--- src/rtl/gpio_port_pkg.sv ---
// Shared constants for the I/O port: bus register offsets and the codes
// that pick a configuration bank through the indirect window.
package gpio_port_pkg;

    // Bus register offsets; the bench and software depend on this order.
    typedef enum logic [1:0] {
        REG_SEL  = 2'd0,
        REG_WIN  = 2'd1,
        REG_IN   = 2'd2,
        REG_OUT  = 2'd3
    } bus_reg_e;

    // Configuration bank codes seen through the window register.
    localparam int BANK_DIR  = 1;
    localparam int BANK_ALT  = 2;
    localparam int BANK_ODR  = 3;
    localparam int BANK_HDR  = 4;
    localparam int BANK_WAKE = 5;
    localparam int NUM_BANKS = 5;

endpackage

--- src/rtl/gpio_port_sync.sv ---
// Two-stage synchronizer for asynchronous pad levels.
// Assumes the pads are sampled only here; output lags the pad by two edges.
module gpio_port_sync #(
    parameter int W = 8
) (
    input  logic         clk,
    input  logic         rst_n,
    input  logic [W-1:0] async_in,
    output logic [W-1:0] sync_out
);
    logic [W-1:0] stage1_q;
    logic [W-1:0] stage2_q;
    logic [1:0]   warm_q;

    // Shift the pad levels through both stages.
    always_ff @(posedge clk) begin
        if (!rst_n) begin
            stage1_q <= '0;
            stage2_q <= '0;
        end else begin
            stage1_q <= async_in;
            stage2_q <= stage1_q;
        end
    end

    // Count edges since reset so the latency check only looks at valid history.
    always_ff @(posedge clk) begin
        if (!rst_n)
            warm_q <= '0;
        else if (warm_q != 2'd3)
            warm_q <= warm_q + 2'd1;
    end

    assign sync_out = stage2_q;


    sync_latency_chk: assert property (@(posedge clk) disable iff (!rst_n)
        (warm_q >= 2'd2) |-> (sync_out == $past(async_in, 2)));

endmodule

--- src/rtl/gpio_port_edge.sv ---
// Per-pin edge detector producing one-cycle pulses.
// Assumes lvl is already synchronous; ANY_MASK pins fire on both edges,
// the rest fire on the polarity given by RISE_MASK (1 = rising).
module gpio_port_edge #(
    parameter int         W         = 8,
    parameter logic [W-1:0] ANY_MASK  = '0,
    parameter logic [W-1:0] RISE_MASK = '1
) (
    input  logic         clk,
    input  logic         rst_n,
    input  logic [W-1:0] lvl,
    output logic [W-1:0] pulse
);
    logic [W-1:0] prev_q;

    // Remember last cycle's level for transition detection.
    always_ff @(posedge clk) begin
        if (!rst_n)
            prev_q <= '0;
        else
            prev_q <= lvl;
    end

    for (genvar i = 0; i < W; i++) begin : g_pin
        logic went_up;
        logic went_down;
        assign went_up   =  lvl[i] & ~prev_q[i];
        assign went_down = ~lvl[i] &  prev_q[i];

        if (ANY_MASK[i]) begin : g_any
            assign pulse[i] = went_up | went_down;
        end else if (RISE_MASK[i]) begin : g_rise
            assign pulse[i] = went_up;

            rise_single_chk: assert property (@(posedge clk) disable iff (!rst_n)
                pulse[i] |=> !pulse[i]);
        end else begin : g_fall
            assign pulse[i] = went_down;

            fall_single_chk: assert property (@(posedge clk) disable iff (!rst_n)
                pulse[i] |=> !pulse[i]);
        end
    end

endmodule

--- src/rtl/gpio_port_regs.sv ---
// Bus-visible registers: selector, indirect window, input view and output
// latch, plus the five configuration banks behind the window.
// Assumes single-cycle writes and a combinational read path.
module gpio_port_regs #(
    parameter int W = 8
) (
    input  logic         clk,
    input  logic         rst_n,
    input  logic         bus_wr,
    input  logic [1:0]   bus_addr,
    input  logic [W-1:0] bus_wdata,
    input  logic [W-1:0] in_val,
    output logic [W-1:0] bus_rdata,
    output logic [W-1:0] dir_q,
    output logic [W-1:0] alt_q,
    output logic [W-1:0] odr_q,
    output logic [W-1:0] hdr_q,
    output logic [W-1:0] wake_q,
    output logic [W-1:0] out_q
);
    import gpio_port_pkg::*;

    logic [W-1:0] sel_q;
    logic [W-1:0] bank_q [1:NUM_BANKS];
    logic         win_wr;
    logic         any_hit;

    assign win_wr = bus_wr && (bus_addr == REG_WIN);

    // Selector register.
    always_ff @(posedge clk) begin
        if (!rst_n)
            sel_q <= '0;
        else if (bus_wr && bus_addr == REG_SEL)
            sel_q <= bus_wdata;
    end

    // Output latch.
    always_ff @(posedge clk) begin
        if (!rst_n)
            out_q <= '0;
        else if (bus_wr && bus_addr == REG_OUT)
            out_q <= bus_wdata;
    end

    // One storage bank per code; only direction resets to all-inputs.
    for (genvar k = 1; k <= NUM_BANKS; k++) begin : g_bank
        localparam logic [W-1:0] RST_VAL = (k == BANK_DIR) ? '1 : '0;
        // Write the bank when the selector names it.
        always_ff @(posedge clk) begin
            if (!rst_n)
                bank_q[k] <= RST_VAL;
            else if (win_wr && sel_q == W'(k))
                bank_q[k] <= bus_wdata;
        end
    end

    assign dir_q  = bank_q[BANK_DIR];
    assign alt_q  = bank_q[BANK_ALT];
    assign odr_q  = bank_q[BANK_ODR];
    assign hdr_q  = bank_q[BANK_HDR];
    assign wake_q = bank_q[BANK_WAKE];

    // Read mux: window returns the selected bank or zero for unused codes.
    always_comb begin
        bus_rdata = '0;
        any_hit   = 1'b0;
        unique case (bus_addr)
            REG_SEL: bus_rdata = sel_q;
            REG_WIN: begin
                for (int k = 1; k <= NUM_BANKS; k++) begin
                    if (sel_q == W'(k)) begin
                        bus_rdata = bank_q[k];
                        any_hit   = 1'b1;
                    end
                end
            end
            REG_IN:  bus_rdata = in_val;
            REG_OUT: bus_rdata = out_q;
            default: bus_rdata = '0;
        endcase
    end


    unused_code_chk: assert property (@(posedge clk) disable iff (!rst_n)
        (win_wr && (sel_q == '0 || sel_q > W'(NUM_BANKS))) |=>
            ($stable(dir_q) && $stable(alt_q) && $stable(odr_q) &&
             $stable(hdr_q) && $stable(wake_q)));


    input_ro_chk: assert property (@(posedge clk) disable iff (!rst_n)
        (bus_wr && bus_addr == REG_IN) |=> ($stable(sel_q) && $stable(out_q)));


    dir_write_chk: assert property (@(posedge clk) disable iff (!rst_n)
        (win_wr && sel_q == W'(BANK_DIR)) |=> (dir_q == $past(bus_wdata)));


    unused_read_chk: assert property (@(posedge clk) disable iff (!rst_n)
        (bus_addr == REG_WIN && !any_hit) |-> (bus_rdata == '0));

endmodule

--- src/rtl/gpio_port.sv ---
// Top of the I/O port: register block, pad synchronizer, edge detectors
// and the per-pin output/enable selection.
// Assumes one clock domain; HAS_ALT = 0 builds a port with no peripheral muxing.
module gpio_port #(
    parameter int         W         = 8,
    parameter bit         HAS_ALT   = 1'b1,
    parameter logic [W-1:0] ANY_MASK  = 8'hF0,
    parameter logic [W-1:0] RISE_MASK = 8'h05
) (
    input  logic         clk,
    input  logic         rst_n,
    input  logic         bus_wr,
    input  logic [1:0]   bus_addr,
    input  logic [W-1:0] bus_wdata,
    output logic [W-1:0] bus_rdata,
    input  logic [W-1:0] pin_in,
    output logic [W-1:0] pin_out,
    output logic [W-1:0] pin_oe,
    input  logic [W-1:0] alt_out,
    input  logic [W-1:0] alt_oe,
    output logic [W-1:0] hi_drive,
    output logic [W-1:0] wake_en,
    output logic [W-1:0] irq
);
    logic [W-1:0] in_val;
    logic [W-1:0] dir_q, alt_q, odr_q, out_q;
    logic [W-1:0] alt_eff;

    gpio_port_sync #(.W(W)) u_sync (
        .clk      (clk),
        .rst_n    (rst_n),
        .async_in (pin_in),
        .sync_out (in_val)
    );

    gpio_port_regs #(.W(W)) u_regs (
        .clk       (clk),
        .rst_n     (rst_n),
        .bus_wr    (bus_wr),
        .bus_addr  (bus_addr),
        .bus_wdata (bus_wdata),
        .in_val    (in_val),
        .bus_rdata (bus_rdata),
        .dir_q     (dir_q),
        .alt_q     (alt_q),
        .odr_q     (odr_q),
        .hdr_q     (hi_drive),
        .wake_q    (wake_en),
        .out_q     (out_q)
    );

    gpio_port_edge #(.W(W), .ANY_MASK(ANY_MASK), .RISE_MASK(RISE_MASK)) u_edge (
        .clk   (clk),
        .rst_n (rst_n),
        .lvl   (in_val),
        .pulse (irq)
    );

    assign alt_eff = alt_q & {W{HAS_ALT}};

    // Per-pin drive selection: peripheral, open-drain, or push-pull.
    for (genvar i = 0; i < W; i++) begin : g_pad
        always_comb begin
            if (alt_eff[i]) begin
                pin_out[i] = alt_out[i];
                pin_oe[i]  = alt_oe[i];
            end else begin
                pin_out[i] = out_q[i] & ~odr_q[i];
                pin_oe[i]  = ~dir_q[i] & ~(odr_q[i] & out_q[i]);
            end
        end


        input_float_chk: assert property (@(posedge clk) disable iff (!rst_n)
            (dir_q[i] && !alt_eff[i]) |-> !pin_oe[i]);


        od_release_chk: assert property (@(posedge clk) disable iff (!rst_n)
            (!alt_eff[i] && odr_q[i] && out_q[i]) |-> !pin_oe[i]);


        irq_on_change_chk: assert property (@(posedge clk) disable iff (!rst_n)
            irq[i] |-> (in_val[i] != $past(in_val[i])));
    end

endmodule

--- config.mk ---
export PLATFORM = sky130hd
export DESIGN_NAME = gpio_port
export DESIGN_NICKNAME = d
export VERILOG_FILES = /design/src/rtl/gpio_port_pkg.sv /design/src/rtl/gpio_port_sync.sv /design/src/rtl/gpio_port_edge.sv /design/src/rtl/gpio_port_regs.sv /design/src/rtl/gpio_port.sv
export SDC_FILE = /design/constraint.sdc
export NUM_CORES = 1
export LEC_CHECK = 0
export BUFFER_PORTS_ARGS = -buffer_cell sky130_fd_sc_hd__buf_2
export CAP_MARGIN = 20
export CORE_MARGIN = 5
export CORE_UTILIZATION = 38
export CTS_CLUSTER_SIZE = 25
export DETAILED_ROUTE_END_ITERATION = 16
export GPL_TIMING_DRIVEN = 0
export PLACE_DENSITY = 0.63
export SYNTH_ARGS = -nofsm -noshare
export SYNTH_HDL_FRONTEND = slang
export SYNTH_HIERARCHICAL = 1
export SYNTH_SLANG_ARGS = --single-unit
--- constraint.sdc ---
create_clock -name clk -period 5.4 [get_ports clk]
set_input_delay 0.27 -clock clk [delete_from_list [all_inputs] [get_ports clk]]
set_output_delay 0.27 -clock clk [all_outputs]
set_load 0.005 [all_outputs]
==> results of run 1 <==
==> sequential cells by signal, summed over array words and instances (netlist names) <==
| name | cells |
|---|---|
| u_regs/sel_q | 8 |
| u_regs/out_q | 8 |
| u_sync/sync_out | 8 |
| u_regs/bank_q | 40 |
| u_edge/prev_q | 8 |
| u_sync/stage1_q | 8 |
==> cells in the mapped netlist <==
library cell  number
dfxtp_1           40
edfxtp_1          40
and2_1            37
o21ai_0           28
nor2b_1           22
nand2b_1          19
mux2i_1           15
and2_2            12
clkbuf_1          12
nand2_1           11
a21oi_1           10
and4_1             9
a211oi_2           8
a21o_1             8
a222oi_1           8
a22oi_1            8
mux2_2             8
nor3_1             8
or2_2              8
buf_4              4
xor2_1             4
nand3b_1           3
nor2_1             2
and3_1             1
and3_4             1
and3b_1            1
buf_2              1
buf_6              1
inv_1              1
nand3_1            1
nor3_2             1
nor4_4             1
nor4b_4            1
or4_4              1
==> worst max-delay path by stage <==
stage | end | slack [ps]
final | bus_rdata[6] | 2700
after global routing | bus_rdata[2] | 2560
after CTS | bus_rdata[6] | 2760
after detailed placement | u_regs/bank_q[0][18] | 2860
after global placement | u_regs/bank_q[0][22] | 2520
after floorplan | u_regs/bank_q[0][16] | 3170
==> power breakdown <==
group          internal (mW)  total (mW)  switching (mW)  leakage (nW)
clock                  0.226       0.450           0.224         0.108
combinational         0.0517       0.115          0.0629          1.10
sequential             0.655       0.672          0.0167         0.712
==> per-layer routing <==
metal / routed length [um] / GRT usage (%) / vias to the layer above
met1: 4210 / 21.5 / 1399
met3: 764 / 4.17 / 14
met4: 155 / 6.14 / 0
met2: 4920 / 28.8 / 122
met5: 0 / 0 / -
li1: - / - / 1404
==> logic make-up after synthesis <==
family                 Yosys count  share of synthesized area (%)
AO/OA/AOI/OAI                   70                           13.0
AND/OR/NAND/NOR                139                           24.2
multiplexers                    23                           6.36
flip-flops                      80                           53.0
buffers and inverters           19                           2.52
XOR/XNOR                         4                          0.927
==> area by class of cell <==
class / count / area, sq um / share of cell area, %
buffer: 18 / 91.3 / 1.99
inverter: 1 / 3.75 / 0.0819
sequential: 80 / 2000 / 43.7
clock inverter: 4 / 30.0 / 0.656
clock buffer: 12 / 178 / 3.88
multi-input combinational: 236 / 1680 / 36.7
timing repair buffer: 85 / 428 / 9.34
tap: 133 / 166 / 3.63
==> critical path, cell delays in order (launching register included) <==
cell and delay, ps:
dfxtp_1 390, clkbuf_1 440, nor2_1 330, a222oi_1 560, o21ai_0 200, buf_2 160
==> out/metrics.csv, run 1 <==
stage,metric,value,unit
routing,ANT nets after route,0,
critical_path,Reg2Reg Depth,4,
clock_network,H-tree Lvls,3,
yosys,register bit total from synthesis,80,
outcome,outcome,finished clean,
yosys,post-synthesis cell count,335,
placement,placed cells,553,
yosys,register area share after synthesis,53.0,%
timing,Worst slew margin,33.6,%
critical_path,Worst Path Required,5130,ps
global_route,vias in the first global route,2942,
clock_network,CTS buffer count,9,
global_route,largest net degree at the start of global routing,20,
layout,most frequent cells in the layout,"85 x buf_2, 40 x dfxtp_1, 40 x edfxtp_1",
global_route,antenna violations before repair,0,
critical_path,startpoint types,register,
power,PnR Total Power,1.24,mW
clock_network,post-CTS sizing,0,
routing,DR iter-0 viols,160,
layout,antenna cells,0,
clock_network,maximum clock path buffer count,2,
layout,post-route cell area,0.00458,sq mm
timing,Setup WS post-layout,2700,ps
clock_network,Clock Latency Late Sink,360,ps
worst_hold_path,Min-Delay Path Class,in2reg,
yosys,Ys Warns,6,
critical_path,critical path type,reg2out,
global_route,first-pass GRT wire length,15300,um
clock_network,hold-fix buffers at CTS,0,
layout,"most common cell after layout, fill and taps aside",buf_2,
yosys,post-synth top area cell,edfxtp_1,
routing,vias per cell,5.17,
floorplan,# rows,36,
critical_path,Crit Reg-Reg Startpoint,u_regs/sel_q[3],
timing,Setup-failing EPs final,0,
routing,vias,2939,
layout,Final nets,468,
routing,Routed wire per std cell,17.6,um
layout,synth-to-layout area growth,21.2,%
timing,clk_skew,11.1,ps
critical_path,"Data arrival, critical path",2430,ps
routing,drt total wl,10000,um
critical_path,worst r2r dst,u_regs/bank_q[0][16],
clock_network,clock sink count,80,
timing,Tcrit/Tclk final,50.0,%
worst_hold_path,Hold Path Depth,2,
power,worst IR drop on VDD,0.0972,mV
layout,proportion of layout cells with a drive suffix above 1,33.7,%
floorplan,Die Span Y,110,um
placement,placed standard-cell area,0.00437,sq mm
timing,Final Max Tran Viols,0,
critical_path,CP max FO,10,
placement,DP HPWL,7220,um
timing,Period minus WS final,2700,ps
placement,port bufs,84,
timing,Post-Route Setup TNS,0,ps
floorplan,CORE AREA,0.00973,sq mm
global_route,GR Overflow Total,0,
job,maxcap violations,0,
worst_hold_path,hold_sp,pin_in[3],
layout,fill count,927,
power,LEAKAGE,1.92,nW
timing,hold slack,114,ps
floorplan,Die Area,0.0120,sq mm
placement,global placement routability congestion,0.793,
worst_hold_path,Hold Crit Endpoint,u_sync/stage1_q[3],
placement,dpl ws,2860,ps
critical_path,crit path from,u_regs/sel_q[2],
critical_path,Critical Path End Type,output port,
floorplan,io pins,85,
timing,fmax,370,MHz
yosys,Syn Area/Cell,11.3,sq um
routing,1st-pass router iterations,5,
global_route,GRT Util Overall,17.2,%
yosys,Syn Nets,372,
critical_path,FF-to-FF setup slack,2840,ps
yosys,Netlist cell types,34,
clock_network,post-CTS setup repair buffer count,0,
clock_network,root buffer cell,clkbuf_8,
layout,Final Non-Filler Cells,569,
yosys,post-synth top area share,31.8,%
routing,DRC viols,0,
timing,unrepaired setup endpoints after global routing,no,
yosys,Synth area leaders,"edfxtp_1 32%, dfxtp_1 21%, and2_1 6.1%, mux2i_1 4.0%, o21ai_0 3.7%",
yosys,Mapped Area,0.00378,sq mm
timing,Tightest Pin Transition,990,ps
floorplan,DIE WIDTH,110,um
floorplan,initial core utilization,38.8,%
power,Power Dens Cells,270,mW/mm^2
timing,final hold viol count,0,
layout,Util after Layout,47.1,%
clock_network,TritonCTS clock tree,done,
clock_network,Clock Pin Slew Worst Setup and Hold Paths,80,ps
Power figures use the tool's default switching activity.
==> run 2: changes to the inputs <==
- clock period: 5.4 -> 2.6 ns (I/O delays scaled with it)
==> run 2 against run 1 <==
Critical path type is now reg2reg; via count grew 1.2%; utilization grew 1.1 points; sequential cell count is the same; non-clock buffer count grew 10; combinational power grew 120%; worst setup slack lost 2700 ps; global-route usage grew 0.14 points; cell area grew 2.3%; critical endpoint is now u_regs/bank_q[0][0]; clock skew is essentially flat; hold slack gained 2.7 ps.
==> out/metrics.csv, run 2 (synthesis gave the netlist of run 1 again) <==
stage,metric,value,unit
worst_hold_path,Hold Crit Endpoint,u_regs/out_q[2],
global_route,largest net degree at the start of global routing,20,
critical_path,CP max FO,8,
critical_path,Critical Path End Type,register,
critical_path,startpoint types,register,
global_route,vias in the first global route,2987,
clock_network,maximum clock path buffer count,2,
routing,1st-pass router iterations,4,
power,LEAKAGE,1.97,nW
placement,port bufs,84,
timing,fmax,389,MHz
timing,Setup-failing EPs final,0,
timing,clk_skew,11.2,ps
worst_hold_path,Hold Path Depth,3,
timing,Tightest Pin Transition,951,ps
placement,placed standard-cell area,0.00437,sq mm
clock_network,TritonCTS clock tree,done,
floorplan,CORE AREA,0.00973,sq mm
floorplan,io pins,85,
critical_path,CP peak stage delay,770,ps
routing,DR iter-0 viols,205,
routing,DRC viols,0,
floorplan,# rows,36,
layout,antenna cells,0,
critical_path,critical path type,reg2reg,
critical_path,Worst path top cell family by delay,simple AND/OR/NAND/NOR gates,
clock_network,root buffer cell,clkbuf_8,
placement,DP HPWL,7220,um
layout,"most common cell after layout, fill and taps aside",buf_2,
outcome,outcome,finished clean,
critical_path,"Data arrival, critical path",2550,ps
floorplan,Die Area,0.0120,sq mm
critical_path,"Max stage delay cell, worst path",o21ai_1,
critical_path,Crit Reg-Reg Startpoint,u_regs/sel_q[3],
timing,unrepaired setup endpoints after global routing,no,
floorplan,DIE WIDTH,110,um
layout,most frequent cells in the layout,"85 x buf_2, 40 x dfxtp_1, 40 x edfxtp_1",
global_route,first-pass GRT wire length,15400,um
global_route,GRT Util Overall,17.3,%
clock_network,CTS buffer count,9,
clock_network,Clock Latency Late Sink,360,ps
timing,final hold viol count,0,
critical_path,FF-to-FF setup slack,30,ps
timing,Period minus WS final,2570,ps
placement,global placement routability congestion,0.793,
power,Power Dens Cells,552,mW/mm^2
layout,synth-to-layout area growth,24.0,%
clock_network,H-tree Lvls,3,
power,worst IR drop on VDD,0.199,mV
global_route,GR Overflow Total,0,
critical_path,Worst Path Required,2580,ps
floorplan,initial core utilization,38.8,%
routing,vias,2974,
routing,ANT nets after route,0,
worst_hold_path,Min-Delay Path Class,in2reg,
critical_path,CP cell instances,or4_4 > nor3_2 > nand2b_1 > o21ai_1,
global_route,antenna violations before repair,0,
timing,Tcrit/Tclk final,98.9,%
floorplan,Die Span Y,110,um
layout,proportion of layout cells with a drive suffix above 1,34.3,%
layout,post-route cell area,0.00469,sq mm
timing,Final Max Tran Viols,0,
clock_network,clock sink count,80,
worst_hold_path,hold_sp,bus_wdata[2],
placement,dpl ws,61.5,ps
layout,max reg flops,40,
routing,Routed wire per std cell,17.6,um
layout,Final nets,478,
timing,Worst slew margin,36.2,%
clock_network,Clock Pin Slew Worst Setup and Hold Paths,90,ps
timing,hold slack,117,ps
critical_path,worst r2r dst,u_regs/bank_q[0][0],
timing,Setup WS post-layout,28.8,ps
layout,Reg with most FFs,u_regs/bank_q,
critical_path,WP buf/inv,0,
routing,drt total wl,10200,um
routing,vias per cell,5.14,
job,maxcap violations,0,
critical_path,Reg2Reg Depth,4,
layout,fill count,919,
run 2: worst max-delay path by stage:
stage                               start                   end  slack (ps)  depth (start not counted)
after floorplan           u_regs/sel_q[3]  u_regs/bank_q[0][16]         370                          4
after global placement    u_regs/sel_q[3]  u_regs/bank_q[0][22]        -280                          4
after detailed placement  u_regs/sel_q[3]  u_regs/bank_q[0][18]          60                          4
after CTS                 u_regs/sel_q[3]  u_regs/bank_q[0][16]          40                          4
after global routing      u_regs/sel_q[3]   u_regs/bank_q[0][0]          20                          4
final                     u_regs/sel_q[3]   u_regs/bank_q[0][0]          30                          4
run 2: tightest hold or removal path: cells and delay by family:
kind | cells | cell delay [ps]
buf+inv | 1 | 140
simple gates | 1 | 90
mux | 1 | 80
run 2: power breakdown:
group | internal, mW | switching [mW]
combinational | 0.118 | 0.134
sequential | 1.36 | 0.0345
clock | 0.470 | 0.467
total | 1.95 | 0.635
run 2: cell type report:
type,count,area (sq um),share of cell area (%)
Buffer,18,92.6,1.98
Clock buffer,12,178,3.79
Clock inverter,4,30.0,0.641
Inverter,1,3.75,0.0801
Multi-Input combinational cell,236,1690,36.1
Sequential cell,80,2000,42.7
Tap cell,133,166,3.55
Timing Repair Buffer,95,523,11.2
run 2: routing by layer:
metal  vias to the layer above  routed length [um]  track usage [%]
li1                       1427                   -                -
met1                      1428                4330             21.6
met2                       108                4990             29.2
met3                        11                 717             4.17
met4                         0                 132             6.14
met5                         -                   0                0
run 2: repair_timing:
action / CTS / global route
endpoints found under the setup margin: 0 / 22
hold buffers: 8 / 0
resized for setup: 0 / 6
endpoints found under the hold margin: 8 / 0
buffers inserted: 0 / 2
run 2: stage by stage:
| step | utilization (%) | TNS, ps | cells | power (mW) |
|---|---|---|---|---|
| finish | 48.2 | 0 | 579 | 2.58 |
| global route | 48.2 | 0 | 579 | 2.68 |
| CTS | 47.9 | 0 | 577 | 2.60 |
| detailed placement | 44.9 | 0 | 553 | 1.66 |
| global placement | 44.9 | -7090 | 552 | 1.66 |
| floorplan | - | 0 | 335 | 1.54 |
==> run 3: changes to the inputs <==
- CORE_UTILIZATION: 38 -> 40
- PLACE_DENSITY: 0.63 -> 0.66
==> run 3 against run 2 <==
Sequential share of layout area increased by 0.057 points; sequential cell count unchanged; total power increased by 0.24%; cell count decreased by 1.0%; via count decreased by 0.47%; sequential power about the same; wire length decreased by 3.6%; hold slack improved by 28 ps; utilization increased by 2.5 points; global-route usage increased by 0.36 points; critical endpoint is now bus_rdata[2]; largest cell class unchanged; largest power group unchanged.
==> out/metrics.csv, run 3 (synthesis gave the netlist of run 1 again) <==
stage,metric,value,unit
outcome,outcome,finished clean,
critical_path,critical path type,reg2out,
global_route,GRT Util Overall,17.7,%
worst_hold_path,hold_sp,bus_wdata[2],
critical_path,Reg2Reg Depth,5,
timing,unrepaired setup endpoints after global routing,no,
timing,Tcrit/Tclk final,96.8,%
layout,post-route cell area,0.00468,sq mm
routing,vias per cell,5.17,
critical_path,Worst path top cell family by delay,simple AND/OR/NAND/NOR gates,
clock_network,TritonCTS clock tree,done,
critical_path,CP max FO,8,
global_route,vias in the first global route,2945,
worst_hold_path,Hold Path Depth,3,
layout,Final nets,477,
layout,Reg with most FFs,u_regs/bank_q,
layout,"most common cell after layout, fill and taps aside",buf_2,
power,Power Dens Cells,554,mW/mm^2
clock_network,maximum clock path buffer count,2,
global_route,GR Util met3,3.07,%
critical_path,worst r2r dst,u_regs/bank_q[0][15],
power,internal power,1.99,mW
critical_path,CP peak stage delay,600,ps
critical_path,"Max stage delay cell, worst path",or4_4,
floorplan,initial core utilization,40.9,%
clock_network,Clock Latency Late Sink,340,ps
floorplan,CORE AREA,0.00924,sq mm
timing,Tightest Pin Transition,746,ps
critical_path,startpoint types,register,
critical_path,FF-to-FF setup slack,230,ps
critical_path,WP buf/inv,1,
floorplan,io pins,85,
routing,DR iter-0 viols,237,
critical_path,CP cell instances,or4_4 > nor4b_4 > o21ai_0 > o21ai_0 > buf_2,
timing,Final Max Tran Viols,0,
layout,Multi-input gate area,0.00169,sq mm
global_route,largest net degree at the start of global routing,20,
clock_network,root buffer cell,clkbuf_8,
global_route,met1 GRT Util,23.3,%
routing,1st-pass router iterations,5,
worst_hold_path,Min-Delay Path Class,in2reg,
power,Combinational Power Share,9.6,%
placement,dpl ws,51.1,ps
floorplan,Die Span Y,107,um
global_route,most used routing layer in global routing,met2,
power,Reg power frac,53.9,%
placement,global placement routability congestion,0.840,
power,switching share of power,23.1,%
routing,vias,2960,
timing,Setup WS post-layout,84.4,ps
layout,synth-to-layout area growth,23.9,%
timing,clk_skew,8.45,ps
floorplan,DIE WIDTH,107,um
timing,fmax,398,MHz
floorplan,# rows,35,
clock_network,Clock Pin Slew Worst Setup and Hold Paths,80,ps
power,Clock power frac,36.5,%
timing,Worst slew margin,50.1,%
job,maxcap violations,0,
routing,drt total wl,9800,um
timing,final hold viol count,0,
timing,Period minus WS final,2520,ps
worst_hold_path,Hold Crit Endpoint,u_regs/sel_q[2],
power,worst IR drop on VDD,0.253,mV
layout,antenna cells,0,
power,LEAKAGE,1.96,nW
routing,Routed wire per std cell,17.1,um
global_route,first-pass GRT wire length,15500,um
placement,DP HPWL,7100,um
routing,DRC viols,0,
critical_path,"Data arrival, critical path",2390,ps
clock_network,H-tree Lvls,3,
clock_network,post-CTS setup repair buffer count,0,
clock_network,clock sink count,80,
floorplan,Die Area,0.0115,sq mm
timing,Setup-failing EPs final,0,
layout,register area,0.00200,sq mm
critical_path,crit path from,u_regs/sel_q[3],
clock_network,CTS buffer count,9,
critical_path,Crit Reg-Reg Startpoint,u_regs/sel_q[3],
power,PnR Total Power,2.59,mW
routing,ANT nets after route,0,
critical_path,Worst Path Required,2470,ps
critical_path,Crit path top cell by count,o21ai_0,
layout,fill count,860,
layout,proportion of layout cells with a drive suffix above 1,33.8,%
global_route,antenna violations before repair,0,
critical_path,Critical Path End Type,output port,
timing,Post-Route Setup TNS,0,ps
global_route,GR Util met2,28.5,%
placement,port bufs,84,
placement,placed standard-cell area,0.00438,sq mm
global_route,GR Overflow Total,0,
layout,Util after Layout,50.7,%
layout,max reg flops,40,
power,Sw Pwr,0.598,mW
layout,most frequent cells in the layout,"85 x buf_2, 40 x dfxtp_1, 40 x edfxtp_1",
-- run 3: tightest hold or removal path, stage by stage --
cell	delay, ps
buf_2	140
mux2i_1	80
nor2b_1	90
-- run 3: cell type report --
class                   count  share of cell area (%)
flip-flops and latches     80                    42.8
multi-input cells         236                    36.1
repair buffers             94                    11.0
clock buffers              12                    4.25
well taps                 129                    3.45
plain buffers              18                    1.95
clock inverters             3                   0.401
inverters                   1                  0.0802
-- run 3: per-layer routing --
layer | vias up | routed length [um]
met5 | - | 0
met4 | 0 | 241
met3 | 17 | 632
met2 | 107 | 4720
met1 | 1413 | 4210
li1 | 1423 | -
-- run 3: worst max path at each step --
| stage | slack, ps | endpoint | cells after the start |
|---|---|---|---|
| after global placement | -270 | u_regs/bank_q[0][23] | 4 |
| after CTS | 40 | u_regs/bank_q[0][23] | 4 |
| final | 80 | bus_rdata[2] | 5 |
| after detailed placement | 50 | u_regs/bank_q[0][23] | 4 |
| after global routing | 30 | bus_rdata[2] | 5 |
| after floorplan | 370 | u_regs/bank_q[0][16] | 4 |
-- run 3: timing repair --
item                                    CTS  global route
endpoints found under the hold margin     8             0
endpoints found under the setup margin    0            25
gates resized for setup                   0             5
hold buffers                              8             0
-- run 3: power groups by stage --
stage,Sequential (mW),Clock [mW],Combinational (mW)
3_5_place_dp,1.43,0,0.238
3_3_place_gp,1.42,0,0.230
4_1_cts,1.40,0.969,0.248
2_1_floorplan,1.41,0,0.126
6_report,1.40,0.946,0.249
5_1_grt,1.40,1.02,0.275
-- run 3: metrics by stage --
stage	hold slack, ps	cells
after floorplan	252	335
after global placement	335	548
after detailed placement	339	550
after CTS	134	573
after global routing	152	573
final	145	573
